### config.mk
export PLATFORM = sky130hd
export DESIGN_NAME = dhp_pipe
export DESIGN_NICKNAME = d
export VERILOG_FILES = /design/src/rtl/dhp_pkg.sv /design/src/rtl/dhp_delay.sv /design/src/rtl/dhp_stage.sv /design/src/rtl/dhp_pipe.sv
export SDC_FILE = /design/constraint.sdc
export NUM_CORES = 1
export LEC_CHECK = 0
export BUFFER_PORTS_ARGS = -buffer_cell sky130_fd_sc_hd__buf_4
export CORE_UTILIZATION = 50
export CTS_CLUSTER_SIZE = 20
export DETAILED_ROUTE_END_ITERATION = 8
export HOLD_SLACK_MARGIN = 0.08
export PLACE_DENSITY = 0.77
export SYNTH_ARGS = -nofsm -noshare
export SYNTH_HDL_FRONTEND = slang
export SYNTH_SLANG_ARGS = --single-unit
### constraint.sdc
create_clock -name clk -period 2.6 [get_ports clk]
set_input_delay 0.52 -clock clk [delete_from_list [all_inputs] [get_ports clk]]
set_output_delay 0.52 -clock clk [all_outputs]
set_load 0.02 [all_outputs]
### src/rtl/dhp_pkg.sv
package dhp_pkg;
  // acknowledge polarity shared by every stage and link
  localparam logic ACK_WANT_DATA = 1'b1;
  localparam logic ACK_WANT_NULL = 1'b0;
endpackage

### src/rtl/dhp_delay.sv
module dhp_delay #(
  parameter int W       = 1,
  parameter int DEPTH   = 0,
  parameter bit RST_VAL = 1'b0
) (
  input  logic         clk,
  input  logic         rst_n,
  input  logic [W-1:0] d,
  output logic [W-1:0] q
);
  localparam logic [W-1:0] RST_WORD = {W{RST_VAL}};

  generate
    if (DEPTH == 0) begin : g_wire
      assign q = d;
    end else begin : g_line
      logic [W-1:0] slot_q [DEPTH];
      logic [W-1:0] slot_d [DEPTH];

      always_comb begin
        slot_d[0] = d;
        for (int i = 1; i < DEPTH; i++) slot_d[i] = slot_q[i-1];
      end

      always_ff @(posedge clk or negedge rst_n) begin
        if (!rst_n) begin
          for (int i = 0; i < DEPTH; i++) slot_q[i] <= RST_WORD;
        end else begin
          for (int i = 0; i < DEPTH; i++) slot_q[i] <= slot_d[i];
        end
      end

      assign q = slot_q[DEPTH-1];
    end
  endgenerate
endmodule

### src/rtl/dhp_stage.sv
module dhp_stage
  import dhp_pkg::*;
#(
  parameter int W = 8
) (
  input  logic         clk,
  input  logic         rst_n,
  input  logic [W-1:0] din_t,
  input  logic [W-1:0] din_f,
  input  logic         ack_req,
  output logic [W-1:0] q_t,
  output logic [W-1:0] q_f,
  output logic         ack_up
);
  logic         full_q, full_d;
  logic [W-1:0] t_d, f_d;
  logic         all_data, all_null, take_data, take_null, load;

  always_comb begin
    all_data  = &(din_t ^ din_f);
    all_null  = ~|(din_t | din_f);
    take_data = !full_q && all_data && (ack_req == ACK_WANT_DATA);
    take_null = full_q && all_null && (ack_req == ACK_WANT_NULL);
    load      = take_data || take_null;
    full_d    = take_data;
    t_d       = take_data ? din_t : '0;
    f_d       = take_data ? din_f : '0;
  end

  always_ff @(posedge clk or negedge rst_n) begin
    if (!rst_n) begin
      full_q <= 1'b0;
      q_t    <= '0;
      q_f    <= '0;
    end else if (load) begin
      full_q <= full_d;
      q_t    <= t_d;
      q_f    <= f_d;
    end
  end

  // completion status inverted: holding data asks for null
  assign ack_up = full_q ? ACK_WANT_NULL : ACK_WANT_DATA;

  // entering data needs a full data word and a data request
  a_r3_data_entry: assert property (@(posedge clk) disable iff (!rst_n)
    $rose(full_q) |-> ($past(ack_req) == ACK_WANT_DATA) && ($past(&(din_t ^ din_f))));

  // returning to null needs an all-null input and a null request
  a_r4_null_entry: assert property (@(posedge clk) disable iff (!rst_n)
    $fell(full_q) |-> ($past(ack_req) == ACK_WANT_NULL) && ($past(~|(din_t | din_f))));

  // held data is not replaced by other data
  a_r5_hold_data: assert property (@(posedge clk) disable iff (!rst_n)
    (full_q && (ack_req == ACK_WANT_DATA)) |=> ($stable(q_t) && $stable(q_f)));

  // acknowledge falls only after a capture
  a_r6_ack_fall: assert property (@(posedge clk) disable iff (!rst_n)
    $fell(ack_up) |-> $past(&(din_t ^ din_f)));
endmodule

### src/rtl/dhp_pipe.sv
module dhp_pipe
  import dhp_pkg::*;
#(
  parameter int W        = 8,
  parameter int STAGES   = 2,
  parameter int LINK_DLY = 3
) (
  input  logic         clk,
  input  logic         rst_n,
  input  logic [W-1:0] in_t,
  input  logic [W-1:0] in_f,
  output logic         ack_out,
  output logic [W-1:0] out_t,
  output logic [W-1:0] out_f,
  input  logic         ack_in
);
  localparam int LAST = STAGES - 1;

  logic [1:0]   rst_sync_q;
  logic         rst_sn;
  logic [W-1:0] st_t   [STAGES];
  logic [W-1:0] st_f   [STAGES];
  logic [W-1:0] din_t  [STAGES];
  logic [W-1:0] din_f  [STAGES];
  logic         up_ack [STAGES];
  logic         dn_ack [STAGES];

  always_ff @(posedge clk or negedge rst_n) begin
    if (!rst_n) rst_sync_q <= 2'b00;
    else        rst_sync_q <= {rst_sync_q[0], 1'b1};
  end
  assign rst_sn = rst_sync_q[1];

  generate
    for (genvar k = 0; k < STAGES; k++) begin : g_st
      if (k == 0) begin : g_head
        assign din_t[k] = in_t;
        assign din_f[k] = in_f;
      end else begin : g_link
        logic [W-1:0] lk_t, lk_f;
        dhp_delay #(.W(W), .DEPTH(LINK_DLY), .RST_VAL(1'b0)) u_dt (
          .clk(clk), .rst_n(rst_sn), .d(st_t[k-1]), .q(lk_t));
        dhp_delay #(.W(W), .DEPTH(LINK_DLY), .RST_VAL(1'b0)) u_df (
          .clk(clk), .rst_n(rst_sn), .d(st_f[k-1]), .q(lk_f));
        // rail swap is the dual-rail inverter standing in for the logic
        assign din_t[k] = lk_f;
        assign din_f[k] = lk_t;
      end

      if (k == LAST) begin : g_tail
        assign dn_ack[k] = ack_in;
      end else begin : g_back
        logic ack_dly;
        dhp_delay #(.W(1), .DEPTH(LINK_DLY), .RST_VAL(ACK_WANT_DATA)) u_da (
          .clk(clk), .rst_n(rst_sn), .d(up_ack[k+1]), .q(ack_dly));
        assign dn_ack[k] = ack_dly;
      end

      dhp_stage #(.W(W)) u_stage (
        .clk(clk), .rst_n(rst_sn),
        .din_t(din_t[k]), .din_f(din_f[k]), .ack_req(dn_ack[k]),
        .q_t(st_t[k]), .q_f(st_f[k]), .ack_up(up_ack[k]));
    end
  endgenerate

  assign ack_out = up_ack[0];
  assign out_t   = st_t[LAST];
  assign out_f   = st_f[LAST];

  // no output bit ever carries both rails
  a_r2_out_legal: assert property (@(posedge clk) disable iff (!rst_sn)
    ~|(out_t & out_f));

  // consecutive data samples on the output are the same wavefront
  a_r9_alternate: assert property (@(posedge clk) disable iff (!rst_sn)
    ((&(out_t ^ out_f)) && $past(&(out_t ^ out_f))) |-> $stable(out_t));
endmodule

Word level (Yosys, flattened, before mapping)
Cells that the tools add are included.
- muxes and demuxes: 6
- bitwise gates (word level): 6
- reductions and logical operators: 18
- operators by type and width (operator ; count):
    8-bit two-way mux ; 4
    8-bit OR ; 2
    8-bit AND reduction ; 2
    8-bit OR reduction ; 2
    8-bit bitwise XOR ; 2
    1-bit logical AND ; 8
    1-bit logical NOT ; 4
    1-bit logical OR ; 2
    1-bit two-way mux ; 2
    1-bit inverter ; 2
- register bits after elaboration: 87
- input port bits: 19
- output and inout bits: 17
- word-level logic and storage cells: 46

Depth between registers and ports, before layout
Gate-level depths: netlist of the first run.
- depth in word-level cells: 6
- mapped depth: 7
- gate-level depth less buffers: 5

Cells and area by module
A second synthesis of the first run with hierarchy kept.
- cell total of the unflattened synthesis: 228
- area, all modules: 3264.4 um^2
- by module, submodules not included (module ; times used ; cells each ; area each (um^2) ; seq. area each (um^2)):
    dhp_delay (g_st[1].g_link.u_df ...) ; 2 ; 24 ; 600.6 ; 600.6
    dhp_stage (g_st[0].u_stage) ; 1 ; 87 ; 967.2 ; 425.4
    dhp_stage (g_st[1].u_stage) ; 1 ; 87 ; 963.4 ; 425.4
    dhp_delay (g_st[0].g_back.u_da) ; 1 ; 3 ; 78.8 ; 78.8
    dhp_pipe ; 1 ; 3 ; 53.8 ; 50.0

Worst setup path before layout of the first run
No wires, ideal clock.
- path kind: input -> register
- from: in in_t[0]
- to: reg g_st[0].u_stage.q_f[0]
- setup time: 131 ps
- arrival time: 1644 ps
- data required time: 2469 ps
- path slack: 825 ps
- stages: 7
- path through: inv_1 > ha_1 > nand4b_1 > or3_1 > buf_6 > buf_6 > mux2i_1
- word-level cells in the longest chain between the ends: 6
- elaborated cells on any way between the ends: 11
- ends and longest elaborated chain (element ; RTL line ; RTL):
    start: declaration ; dhp_pipe.sv:10 ; input logic [W-1:0] in_t,
    8-bit OR ; dhp_stage.sv:21 ; all_null = ~|(din_t | din_f);
    8-bit OR reduction ; dhp_stage.sv:21 ;
    1-bit logical NOT ; dhp_stage.sv:21 ;
    1-bit logical AND (2 in a row) ; dhp_stage.sv:23 ; take_null = full_q && all_null && (ack_req == ACK_WANT_NULL);
    1-bit logical OR ; dhp_stage.sv:24 ; load = take_data || take_null;
    end signal: assignment ; dhp_stage.sv:34 ; q_f <= '0;
    end signal: assignment ; dhp_stage.sv:38 ; q_f <= f_d;
    end: declaration ; dhp_stage.sv:12 ; output logic [W-1:0] q_f,
Several ways; a longest one is shown, not always the timed one.
A chain may end at the register's enable or synchronous reset.

Worst setup path in the final report of the first run
- from: reg g_st[1].g_link.u_df.g_line.slot_q, in the netlist g_st[1].g_link.u_df.q[3]
- to: reg g_st[1].u_stage.q_f[3]
- word-level cells in the longest chain between the ends: 6
- elaborated cells on any way between the ends: 11
- ends and longest elaborated chain (element ; RTL line ; RTL):
    start: declaration ; dhp_delay.sv:17 ; logic [W-1:0] slot_q [DEPTH];
    8-bit OR ; dhp_stage.sv:21 ;
    8-bit OR reduction ; dhp_stage.sv:21 ;
    1-bit logical NOT ; dhp_stage.sv:21 ;
    1-bit logical AND (2 in a row) ; dhp_stage.sv:23 ;
    1-bit logical OR ; dhp_stage.sv:24 ;
    end signal: assignment ; dhp_stage.sv:34 ;
    end signal: assignment ; dhp_stage.sv:38 ;
    end: declaration ; dhp_stage.sv:12 ;
Several ways; a longest one is shown, not always the timed one.

==> flow_summary.json, run 1 <==
{
  "period_needed_ps": 1924,
  "vdd_drop_max_v": 0.0003273,
  "r2r_start": "g_st[1].g_link.u_df.q[3]$_DFF_PN0_",
  "rsz0062_at_grt": "no",
  "slowest_delay_ps": 710,
  "portBuffers": 35,
  "vias": 1810,
  "io_pins": 36,
  "yosysWarnings": 0,
  "netlist_instances": 231,
  "synth-compound-area-share_pct": 7.695,
  "max-slew-margin-rel_pct": 32.20,
  "start_util_pct": 51.51,
  "cp-start-kind": "flop",
  "cts_buffer_depth": 2,
  "overflow": 0,
  "drive_gt1_share_pct": 21.38,
  "preCtsSetupSlack_ps": 444.9,
  "ys_ff_latch": 87,
  "critPathLaunch": "g_st[1].g_link.u_df.q[3]$_DFF_PN0_",
  "antenna_left": 0,
  "drt_iter0_drc": 94,
  "min-delay-start": "g_st[1].g_link.u_df.g_line.slot_d[2]$_DFF_PN0_",
  "grt_use_met3_pct": 5.604,
  "grt_max_degree": 86,
  "synth_top_family_by_area": "multiplexers",
  "grt_pass1_vias": 1818,
  "fp.dieW_um": 82.65,
  "antenna_found_initial": 0,
  "grt_pass1_wl_mm": 8.397,
  "fin_ws_ps": 675.8,
  "yosysSeqAreaShare_pct": 67.06,
  "cts_resized": 0,
  "ff_latch_area_um2": 2185,
  "status": "completed",
  "cts_root_buffer": "clkbuf_8",
  "yosysUniqueCellTypes": 16,
  "fillerInstances": 531,
  "p_per_area_nw_per_um2": 622.7,
  "diodes": 0,
  "worstSetupEndpointType": "flop",
  "totalWireLength_mm": 5.051,
  "cellLeakagePower_uw": 0.002090,
  "fin_setup_tns_ps": 0,
  "maxCapViolations": 0,
  "cts-htree-levels": 3,
  "yosys.area_share.simple_pct": 3.001,
  "cts.sinks": 87,
  "grt.met1_usage_pct": 22.25,
  "cp_slowest_cell": "or3_1",
  "fin_nets": 306,
  "crit_fanout": 17,
  "mostFrequentLayoutCell": "dfrtp_1",
  "fmax_ghz": 0.5197,
  "synth_fa_ha_area_share_pct": 6.156,
  "core_um2": 6314,
  "clk_pin_slew_ps": 80,
  "tightest_slew_ps": 1017,
  "crit_arrival_ps": 2180,
  "crit_required_ps": 2860,
  "drv_slew": 0,
  "drc": 0,
  "crit_chain": "inv_1, ha_1, nand4_1, or3_1, mux2i_1",
  "layout_common_cells": "dfrtp_1 (83), buf_4 (39), inv_1 (34), o31ai_1 (32), mux2i_1 (32)",
  "die_h_um": 82.65,
  "synth_xor_area_share_pct": 0,
  "worstSkewPairLatency_ps": 340,
  "final-setup-viol-count": 0,
  "synth_nets": 266,
  "fin_skew_ps": 4.300,
  "grt.total_usage_pct": 17.57,
  "firstDrtPassIters": 4,
  "cts_made_buffers": 9,
  "crit_type": "flop to flop",
  "viasPerCell": 5.127,
  "die_area_um2": 6830,
  "multi_input_area_um2": 872.1,
  "area_delta_synth_final_pct": 16.24,
  "cts_tree": "built",
  "rows": 29,
  "grt-busiest-layer": "met2",
  "finalCritPeriodShare_pct": 74.01,
  "hpwlAfterDp_mm": 3.471,
  "syn-cell-area_um2": 3252,
  "wl_per_cell_um": 14.31,
  "postSynthAreaPerCell_um2": 14.08,
  "synthMuxAreaShare_pct": 9.850,
  "hold_path.class": "flop to flop",
  "met2_usage_pct": 26.39,
  "finalHoldViolCount": 0,
  "gp_congestion": 0.8115
}
final timing paths:
kind                                                                  end  slack (ps)  cells past startpoint
min in group asynchronous                         rst_sync_q[1]$_DFF_PN0_         490                      2
hold reg to reg                        g_st[1].g_link.u_df.q[2]$_DFF_PN0_         350                      0
hold / removal                         g_st[1].g_link.u_df.q[2]$_DFF_PN0_         350                      0
setup reg to reg                       g_st[1].u_stage.q_f[3]$_DFFE_PN0P_         680                      5
setup / recovery                       g_st[1].u_stage.q_f[3]$_DFFE_PN0P_         680                      5
max in group asynchronous  g_st[1].g_link.u_dt.g_line.slot_d[1]$_DFF_PN0_        1450                      0
synth_stat cells (all sizes together):
library cell,number,area [um2]
dfrtp,84,2102
inv,34,127.6
mux2i,32,320.3
o31ai,32,240.2
ha,16,200.2
clkbuf,7,26.28
nand4,5,31.28
buf,4,45.04
dfstp,3,78.83
nand2,3,11.26
nand4b,3,26.28
nor3,2,10.01
o21ai,2,10.01
or3,2,12.51
conb,1,3.750
nand2b,1,6.260
logic make-up after synthesis:
kind of cell,Yosys count
buffers and inverters,45
other,1
muxes,32
AOI/OAI and AO/OA,34
DFF,87
and+or+nand+nor,16
adders and majority gates,16
worst max-delay path: cells and delay by family (launching register included):
| family | cells | cell delay (ps) |
|---|---|---|
| fa+ha+maj | 1 | 260 |
| buf+inv | 1 | 120 |
| flops | 1 | 370 |
| mux | 1 | 290 |
| simple gates | 2 | 790 |
power by group:
group	internal (uW)	total (uW)	switching, uW
clock network	445	909	465
registers	1360	1390	26.4
logic	29.2	56.3	27.1
total	1840	2350	518
registers in the layout (all words and copies together), names as in the netlist:
register,count
g_st.u_stage.q_t,16
rst_sync_q,2
g_st.g_link.u_df.q,8
g_st.g_link.u_dt.q,8
g_st.g_back.u_da.q,1
g_st.g_link.u_df.g_line.slot_d,16
g_st.g_back.u_da.g_line.slot_d,2
g_st.u_stage.q_f,16
g_st.g_link.u_dt.g_line.slot_d,16
g_st.u_stage.full_q,2
per-layer routing:
| metal | part of all wire, % | wire, um | vias to the layer above |
|---|---|---|---|
| met2 | 48 | 2438 | 46 |
| met4 | 2.8 | 142 | 0 |
| met5 | 0 | 0 | - |
| li1 | - | - | 876 |
| met3 | 4.3 | 216 | 12 |
| met1 | 45 | 2254 | 876 |
area by class of cell:
| type | instances | share of cell area (%) |
|---|---|---|
| Clock buffer | 9 | 3.277 |
| Clock inverter | 7 | 1.920 |
| Inverter | 34 | 3.376 |
| Sequential cell | 87 | 57.80 |
| Multi-Input combinational cell | 99 | 23.07 |
| Tap cell | 77 | 2.549 |
| Timing Repair Buffer | 40 | 8.011 |
through the flow:
step	power, uW	hold WS (ps)	util (%)	cells	cell area, um2
3_3_place_gp	1472	303.1	56.60	336	3573
6_report	2354	346.8	59.87	353	3780
4_1_cts	2387	351.9	59.87	353	3780
5_1_grt	2463	351.4	59.87	353	3780
2_1_floorplan	1435	224.4	-	231	3252
3_5_place_dp	1473	304.4	56.60	336	3573
what timing repair did:
item	in CTS	in global routing
setup endpoints to repair	0	0
hold endpoints to repair	2	0
setup buffers	0	0
hold buffers	1	0
(Power assumes the default switching activity.)
==> run 2: changes to the inputs <==
- PLACE_DENSITY: 0.77 -> 0.75
- clock period: 2.6 -> 1.8 ns (I/O delays scaled with it)
==> flow_summary.json, run 2 (synthesis results as in run 1) <==
{
  "slowest_delay_ps": 430,
  "drt_iter0_drc": 39,
  "fmax_ghz": 0.6017,
  "p_per_area_nw_per_um2": 880.1,
  "start_util_pct": 51.51,
  "gp_congestion": 0.8309,
  "fin_nets": 313,
  "cts-htree-levels": 3,
  "finalCritPeriodShare_pct": 92.33,
  "crit_chain": "inv_1, ha_1, nand4b_1, or3_1, buf_4, mux2i_1",
  "cts_made_buffers": 9,
  "cp_slowest_cell": "or3_1",
  "finalHoldViolCount": 0,
  "status": "completed",
  "place_inst": 343,
  "vias": 1849,
  "cellLeakagePower_uw": 0.002137,
  "grt_pass1_vias": 1849,
  "crit_arrival_ps": 1880,
  "drv_slew": 0,
  "worstSkewPairLatency_ps": 340,
  "grt_pass1_wl_mm": 8.728,
  "hold_path.class": "flop to async pin",
  "grt_max_degree": 31,
  "clk_pin_slew_ps": 80,
  "cp-start-kind": "flop",
  "period_needed_ps": 1662,
  "die_h_um": 82.65,
  "die_area_um2": 6830,
  "stdcell_count": 360,
  "drive_gt1_share_pct": 22.61,
  "crit_required_ps": 2010,
  "drc": 0,
  "crit_type": "flop to flop",
  "crit_fanout": 8,
  "firstDrtPassIters": 4,
  "fin_skew_ps": 8.642,
  "viasPerCell": 5.136,
  "mostFrequentLayoutCell": "dfrtp_1",
  "io_pins": 36,
  "totalWireLength_mm": 5.113,
  "antenna_left": 0,
  "final_area_um2": 3851,
  "cts_buffer_depth": 2,
  "tightest_slew_ps": 605.0,
  "area_delta_synth_final_pct": 18.43,
  "worstSetupEndpointType": "flop",
  "fillerInstances": 508,
  "placed_area_um2": 3651,
  "core_um2": 6314,
  "hold_slack_ps": 255.9,
  "wl_per_cell_um": 14.20,
  "cts_root_buffer": "clkbuf_8",
  "max-slew-margin-rel_pct": 59.67,
  "antenna_found_initial": 0,
  "fin_setup_tns_ps": 0,
  "diodes": 0,
  "fp.dieW_um": 82.65,
  "grt.total_usage_pct": 18.13,
  "layout_common_cells": "dfrtp_1 (83), buf_4 (44), inv_1 (34), o31ai_1 (32), mux2i_1 (32)",
  "maxCapViolations": 0,
  "cts_tree": "built",
  "rows": 29,
  "portBuffers": 35,
  "cts.sinks": 87,
  "final-setup-viol-count": 0,
  "rsz0062_at_grt": "no",
  "overflow": 0,
  "vdd_drop_max_v": 0.0004544,
  "hpwlAfterDp_mm": 3.633
}
==> run 2: cell count changes in the layout (fill, tap and decap cells not counted) <==
cell,delta
buf_12,+2
buf_4,+5
clkbuf_1,+2
clkbuf_8,+1
clkinv_2,+1
clkinv_4,-1
clkinvlp_4,-2
inv_6,-1
==> run 2: timing repair <==
item	4_1_cts	5_1_grt
hold buffers	1	0
endpoints found under the hold margin	2	0
endpoints found under the setup margin	0	0
buffers inserted	0	0
resized for setup	0	0
==> run 2: final cells by class <==
cell class	count	area, um2	share of cell area, %
Sequential cell	87	2185	56.73
Clock inverter	4	45.04	1.170
Clock buffer	12	145.1	3.769
Timing Repair Buffer	47	380.4	9.877
Multi-Input combinational cell	99	872.1	22.64
Inverter	34	127.6	3.314
Tap cell	77	96.34	2.502
==> run 2: critical path: cells and delay by family (launching register included) <==
kind,cells,cell delay [ps]
flops,1,340
mux,1,130
fa+ha+maj,1,270
simple gates,2,520
buf+inv,2,280
==> run 2: metrics by stage <==
step / worst slack (ps) / util, % / power (uW)
after detailed placement: 67.44 / 57.83 / 2139
after CTS: 124.3 / 61.00 / 3435
after global routing: 14.46 / 61.00 / 3543
after global placement: 103.4 / 57.83 / 2136
final: 138.0 / 61.00 / 3389
after floorplan: 185.2 / - / 2073
==> run 2: final timing paths <==
kind	from	endpoint	slack (ps)	cells after the start
worst max register to register	g_st[1].g_link.u_df.q[0]$_DFF_PN0_	g_st[1].u_stage.q_f[5]$_DFFE_PN0P_	140	6
min in group clk	in_t[6]	g_st[0].u_stage.q_t[6]$_DFFE_PN0P_	290	3
worst max-delay path	g_st[1].g_link.u_df.q[0]$_DFF_PN0_	g_st[1].u_stage.q_f[5]$_DFFE_PN0P_	140	6
max in group asynchronous	rst_sync_q[1]$_DFF_PN0_	g_st[0].g_back.u_da.g_line.slot_d[0]$_DFF_PN1_	990	1
worst min register to register	rst_sync_q[1]$_DFF_PN0_	g_st[1].g_link.u_dt.q[2]$_DFF_PN0_	260	0
worst min-delay path	rst_sync_q[1]$_DFF_PN0_	g_st[1].g_link.u_dt.q[2]$_DFF_PN0_	260	0
==> run 2: layer usage <==
| metal | wire length [um] | up-vias | global-route usage (%) |
|---|---|---|---|
| met3 | 237 | 9 | 6.154 |
| met1 | 2303 | 904 | 22.93 |
| met5 | 0 | - | 0 |
| li1 | - | 884 | - |
| met2 | 2478 | 52 | 28.61 |
| met4 | 94 | 0 | 7.414 |
==> run 2: where the power goes <==
part	internal [uW]	switching (uW)
clock	674	617
combinational	49.7	63.2
sequential	1970	17.5
